$ cat src/rtl/dp_tmo_pkg.sv
package dp_tmo_pkg;
  parameter int unsigned CNT_W = 32;

  typedef enum logic [1:0] {
    CNT_HOLD = 2'd0,
    CNT_LOAD = 2'd1,
    CNT_DEC  = 2'd2
  } cnt_op_e;
endpackage

$ cat src/rtl/dp_tmo_period_reg.sv
module dp_tmo_period_reg #(
  parameter int unsigned W = 32
) (
  input  logic         clk_i,
  input  logic         rst_ni,
  input  logic         wr_i,
  input  logic [W-1:0] wdata_i,
  output logic [W-1:0] period_o
);
  always_ff @(posedge clk_i or negedge rst_ni) begin
    if (!rst_ni)   period_o <= '0;
    else if (wr_i) period_o <= wdata_i;
  end
endmodule

$ cat src/rtl/dp_tmo_seq.sv
module dp_tmo_seq
  import dp_tmo_pkg::*;
(
  input  logic    clk_i,
  input  logic    rst_ni,
  input  logic    wait_rd_i,
  input  logic    busy_i,
  input  logic    start_i,
  input  logic    clk_en_i,
  output logic    active_o,
  output logic    entry_o,
  output cnt_op_e op_o
);
  logic active_q;

  assign active_o = wait_rd_i | busy_i;
  assign entry_o  = active_o & ~active_q;

  always_ff @(posedge clk_i or negedge rst_ni) begin
    if (!rst_ni) active_q <= 1'b0;
    else         active_q <= active_o;
  end

  always_comb begin
    if (entry_o || start_i)       op_o = CNT_LOAD;
    else if (active_o && clk_en_i) op_o = CNT_DEC;
    else                           op_o = CNT_HOLD;
  end
endmodule

$ cat src/rtl/dp_tmo_counter.sv
module dp_tmo_counter
  import dp_tmo_pkg::*;
#(
  parameter int unsigned W = 32
) (
  input  logic         clk_i,
  input  logic         rst_ni,
  input  cnt_op_e      op_i,
  input  logic [W-1:0] period_i,
  output logic [W-1:0] count_o,
  output logic         hit_o
);
  localparam logic [W-1:0] ONE = W'(1);

  logic zero_q;
  assign zero_q = (count_o == '0);

  // a zero period expires on load; otherwise expiry is the step from 1 to 0
  always_comb begin
    unique case (op_i)
      CNT_LOAD: hit_o = (period_i == '0);
      CNT_DEC:  hit_o = (count_o == ONE);
      default:  hit_o = 1'b0;
    endcase
  end

  always_ff @(posedge clk_i or negedge rst_ni) begin
    if (!rst_ni) count_o <= '0;
    else begin
      unique case (op_i)
        CNT_LOAD: count_o <= period_i;
        CNT_DEC:  if (!zero_q) count_o <= count_o - ONE;
        default:  count_o <= count_o;
      endcase
    end
  end
endmodule

$ cat src/rtl/dp_tmo_flag.sv
module dp_tmo_flag (
  input  logic clk_i,
  input  logic rst_ni,
  input  logic hit_i,
  input  logic clr_i,
  output logic flag_o
);
  // set dominates a simultaneous clear
  always_ff @(posedge clk_i or negedge rst_ni) begin
    if (!rst_ni)    flag_o <= 1'b0;
    else if (hit_i) flag_o <= 1'b1;
    else if (clr_i) flag_o <= 1'b0;
  end


  set_wins_chk: assert property (@(posedge clk_i) disable iff (!rst_ni)
    hit_i |=> flag_o);
endmodule

$ cat src/rtl/dp_data_timeout.sv
module dp_data_timeout
  import dp_tmo_pkg::*;
#(
  parameter int unsigned CNT_W = dp_tmo_pkg::CNT_W
) (
  input  logic             clk_i,
  input  logic             rst_ni,
  input  logic             card_clk_en_i,
  input  logic             period_wr_i,
  input  logic [CNT_W-1:0] period_wdata_i,
  input  logic             stat_wr_i,
  input  logic             stat_tmo_bit_i,
  input  logic             xfer_start_i,
  input  logic             dp_wait_rd_i,
  input  logic             dp_busy_i,
  output logic             timeout_o,
  output logic [CNT_W-1:0] count_o
);
  logic [CNT_W-1:0] period_q;
  logic             active, entry, hit, clr;
  cnt_op_e          op;

  assign clr = stat_wr_i & stat_tmo_bit_i;

  dp_tmo_period_reg #(.W(CNT_W)) u_period (
    .clk_i, .rst_ni, .wr_i(period_wr_i), .wdata_i(period_wdata_i), .period_o(period_q)
  );

  dp_tmo_seq u_seq (
    .clk_i, .rst_ni, .wait_rd_i(dp_wait_rd_i), .busy_i(dp_busy_i),
    .start_i(xfer_start_i), .clk_en_i(card_clk_en_i),
    .active_o(active), .entry_o(entry), .op_o(op)
  );

  dp_tmo_counter #(.W(CNT_W)) u_cnt (
    .clk_i, .rst_ni, .op_i(op), .period_i(period_q), .count_o(count_o), .hit_o(hit)
  );

  dp_tmo_flag u_flag (
    .clk_i, .rst_ni, .hit_i(hit), .clr_i(clr), .flag_o(timeout_o)
  );


  entry_load_chk: assert property (@(posedge clk_i) disable iff (!rst_ni)
    entry |=> count_o == $past(period_q));


  dec_step_chk: assert property (@(posedge clk_i) disable iff (!rst_ni)
    (active && !entry && !xfer_start_i && card_clk_en_i && count_o != '0)
      |=> count_o == $past(count_o) - CNT_W'(1));


  pause_hold_chk: assert property (@(posedge clk_i) disable iff (!rst_ni)
    (!card_clk_en_i && !entry && !xfer_start_i) |=> $stable(count_o));


  idle_hold_chk: assert property (@(posedge clk_i) disable iff (!rst_ni)
    (!dp_wait_rd_i && !dp_busy_i && !xfer_start_i)
      |=> ($stable(count_o) && !$rose(timeout_o)));


  sticky_chk: assert property (@(posedge clk_i) disable iff (!rst_ni)
    (timeout_o && !clr) |=> timeout_o);
endmodule

$ cat config.mk
export PLATFORM = sky130hd
export DESIGN_NAME = dp_data_timeout
export DESIGN_NICKNAME = d
export VERILOG_FILES = /design/src/rtl/dp_tmo_pkg.sv /design/src/rtl/dp_tmo_period_reg.sv /design/src/rtl/dp_tmo_seq.sv /design/src/rtl/dp_tmo_counter.sv /design/src/rtl/dp_tmo_flag.sv /design/src/rtl/dp_data_timeout.sv
export SDC_FILE = /design/constraint.sdc
export NUM_CORES = 1
export LEC_CHECK = 0
export BUFFER_PORTS_ARGS = -buffer_cell sky130_fd_sc_hd__buf_2
export CAP_MARGIN = 20
export CORE_ASPECT_RATIO = 1.2
export CORE_MARGIN = 8
export CORE_UTILIZATION = 45
export CTS_BUF_LIST = sky130_fd_sc_hd__clkbuf_16
export CTS_CLUSTER_DIAMETER = 120
export CTS_CLUSTER_SIZE = 25
export DETAILED_ROUTE_END_ITERATION = 8
export PLACE_DENSITY = 0.67
export REMOVE_ABC_BUFFERS = 1
export SYNTH_ARGS = -nofsm -noshare
export SYNTH_HDL_FRONTEND = slang
export SYNTH_SLANG_ARGS = --single-unit
export TNS_END_PERCENT = 30
$ cat constraint.sdc
create_clock -name clk_i -period 2.8 [get_ports clk_i]
set_input_delay 0.14 -clock clk_i [delete_from_list [all_inputs] [get_ports clk_i]]
set_output_delay 0.14 -clock clk_i [all_outputs]
set_load 0.02 [all_outputs]
==> reports/summary.txt <==
Post-Synth Adder-Cell Area: 0.688%
Pwr per Cell Area: 680 nW/um^2
Slew @ Worst Pin: 0.884 ns
CTS Sinks: 66
Mean routed wirelength per cell: 19.2 microns
Share of the synthesized area in the top cell type: 45.4%
Pin count of the biggest net entering global routing: 67
Final ANT Viol Nets: 0
PortBufs: 73
Top FF cell, synth: dfrtp_1
Worst Hold Class: input port to async pin
CP max-delay cell: a21oi_4
Top post-synthesis cells by area: dfrtp_1 (45%), mux2_2 (9.9%), o211ai_1 (3.5%)
Core Region: 7970 sq um
Syn_area_per_cell: 10.3 sq um
Final Wtd Congestion: 0.891
Final Skew: 0.00769 ns
Area leader, netlist: dfrtp_1
Number of global-route vias before repair: 3242
Syn. warnings: 0
Area grow syn2layout: 20.0%
HPWL Detailed: 7.16 mm
CTS Buffer Depth: 2
Non-filler cells, final: 525
Die Wd: 98.1 microns
DP Worst Slack: 0.294 ns
Synth Area in XOR/XNOR: 0%
Initial Util: 45.6%
CP cell instances: inv_1 -> ha_1 -> nor3b_2 -> nand3_2 -> or2_4 -> a21oi_4 -> o221ai_1
Starting DRT DRC Count: 214
Setup slack after layout: 0.310 ns
Die H: 115 microns
Final period utilization: 88.9%
Leak: 1.80 nW
Synthesized instance count: 354
Hold_ws: -0.0187 ns
Num ports: 74
RSZ-0062 raised after global routing: no
Max Cap Viol: 0
Final setup violation count: 0
Initial antenna violation count: 0
# diodes: 0
Synth Register Bits: 66
Share of layout cells above drive strength 1: 34.7%
Fillers: 720
CP Launch Type: flip-flop
Netlist cell types: 61
Async set or reset register ratio after synthesis: 100%
Register area share after synthesis: 45.4%
Worst EP arrival: 2.66 ns
Synth Area in Simple Gates: 20.2%
Die area: 11200 sq um
Crit path max fanout: 17
Rows: 36
Global-route usage over all layers: 19.2%
Dpl cells: 510
TritonCTS buffer count: 9
CTS tree: built
CP peak stage delay: 0.43 ns
Post-Syn Area: 3640 sq um
Max Freq: 0.402 GHz
Skew-Pair Late Insertion Delay: 0.33 ns
DR DRC count: 0
Postcts setup bufs: 0
Max VDD drop: 0.000330 V
Critical Path RT: 2.97 ns
Failing checks: hold timing
Slew margin rel.: 41.1%
WS Path Type: flip-flop to flip-flop
Cell chosen for the clock root: clkbuf_16
Slew Viols, Final: 0
Drt pass-1 iters: 5
Setup TNS: 0 ns
First-pass GRT wire length: 17.0 mm
Mux cell area share after synthesis: 10.7%
Number of gates resized after cts: 0
Status: finished, violations left
Grt ovf: 0
Post-synthesis compound-gate area fraction: 20.0%
Final Hold Violating Endpoints: 7
CTS H-tree depth: 3
Final net count: 469
Via density: 6.24
List of most frequent post-synthesis cells: dfrtp_1 (66), mux2_2 (32), nor2_1 (28)
Worst Setup End Kind: flip-flop
Via count: 3276
Hold-fix buffers, CTS: 0
Drt total wl: 10.1 mm
Post-synth EDFFs: 0
Top-count cell post-synth: dfrtp_1
Largest family of logic cells by synthesized area: simple AND/OR/NAND/NOR gates
Clk slew on worst S/H paths: 0.05 ns
Final min period: 2.49 ns
[placed cells by master (no fill, tap or decap), drive strengths merged, types with 3 or more instances in the layout]
master,count
o211ai,17
and3,3
dfrtp,66
nand2,22
or2,4
nor2,28
a22oi,12
clkinv,4
o22a,5
o2bb2ai,4
nand3,19
or3,4
inv,4
nor4,17
a2bb2oi,3
o311ai,4
clkbuf,9
buf,81
o21ai,7
or4,3
a21oi,18
mux2,32
nand4,5
o22ai,3
nor3,17
a31oi,7
mux2i,3
[registers in the layout (all words and copies together), names as in the netlist]
register,count
u_seq.active_q,1
u_cnt.count_o,32
u_period.period_o,32
u_flag.flag_o,1
[through the flow]
stage	total power, W	area, sq um	util (%)
floorplan	0.00166	3540	-
global placement	0.00193	4090	51.3
detailed placement	0.00194	4090	51.3
CTS	0.00300	4360	54.7
global route	0.00313	4370	54.8
finish	0.00297	4370	54.8
[final cells by class]
| type | instances | area (sq um) | area share, % |
|---|---|---|---|
| flip-flops and latches | 66 | 1650 | 37.8 |
| multi-input cells | 265 | 1880 | 43.2 |
| repair buffers | 81 | 425 | 9.74 |
| inverters | 3 | 11.3 | 0.258 |
| well taps | 95 | 119 | 2.72 |
| clock buffers | 9 | 225 | 5.16 |
| clock inverters | 6 | 50.0 | 1.15 |
[power breakdown]
group	internal [W]	switching (W)	total [W]	leakage, nW
clock	0.000668	0.000379	0.00105	0.139
combinational	0.000273	0.000381	0.000655	0.885
sequential	0.00109	0.000182	0.00127	0.776
total	0.00203	0.000942	0.00297	1.80
[metal layers]
metal / wire length [microns] / vias to the layer above / track usage (%)
li1: - / 1523 / -
met1: 4190 / 1605 / 24.2
met2: 5010 / 133 / 30.4
met3: 707 / 15 / 4.32
met4: 191 / 0 / 9.38
met5: 0 / - / 0
[kinds of logic (layout without fill, tap and decap cells)]
logic type,after synthesis,in the layout
flip-flops,66,66
buffers and inverters,23,99
multiplexers,35,35
adder cells (fa/ha/maj),2,2
AO/OA/AOI/OAI,98,98
AND/OR/NAND/NOR,130,130
[path summary, 6_finish.rpt]
path | start | end | slack [ns] | cells past startpoint
max in group asynchronous | rst_ni | u_period.period_o[28]$_DFFE_PN0P_ | 2.22 | 2
worst max-delay path | u_cnt.count_o[0]$_DFFE_PN0P_ | u_cnt.count_o[4]$_DFFE_PN0P_ | 0.31 | 7
worst min register to register | u_flag.flag_o$_DFFE_PN0P_ | u_flag.flag_o$_DFFE_PN0P_ | 0.48 | 2
min in group clk_i | period_wdata_i[6] | u_period.period_o[6]$_DFFE_PN0P_ | 0.04 | 2
worst min-delay path | rst_ni | u_period.period_o[27]$_DFFE_PN0P_ | -0.02 | 2
worst max register to register | u_cnt.count_o[0]$_DFFE_PN0P_ | u_cnt.count_o[4]$_DFFE_PN0P_ | 0.31 | 7
[worst max-delay path, delay by kind of cell, from the launching register on]
family / cells / cell delay, ns
adders and majority gates: 1 / 0.23
and+or+nand+nor: 3 / 0.92
DFF: 1 / 0.42
buffers and inverters: 1 / 0.14
AOI/OAI and AO/OA: 2 / 0.61
Power figures use the tool's default switching activity.
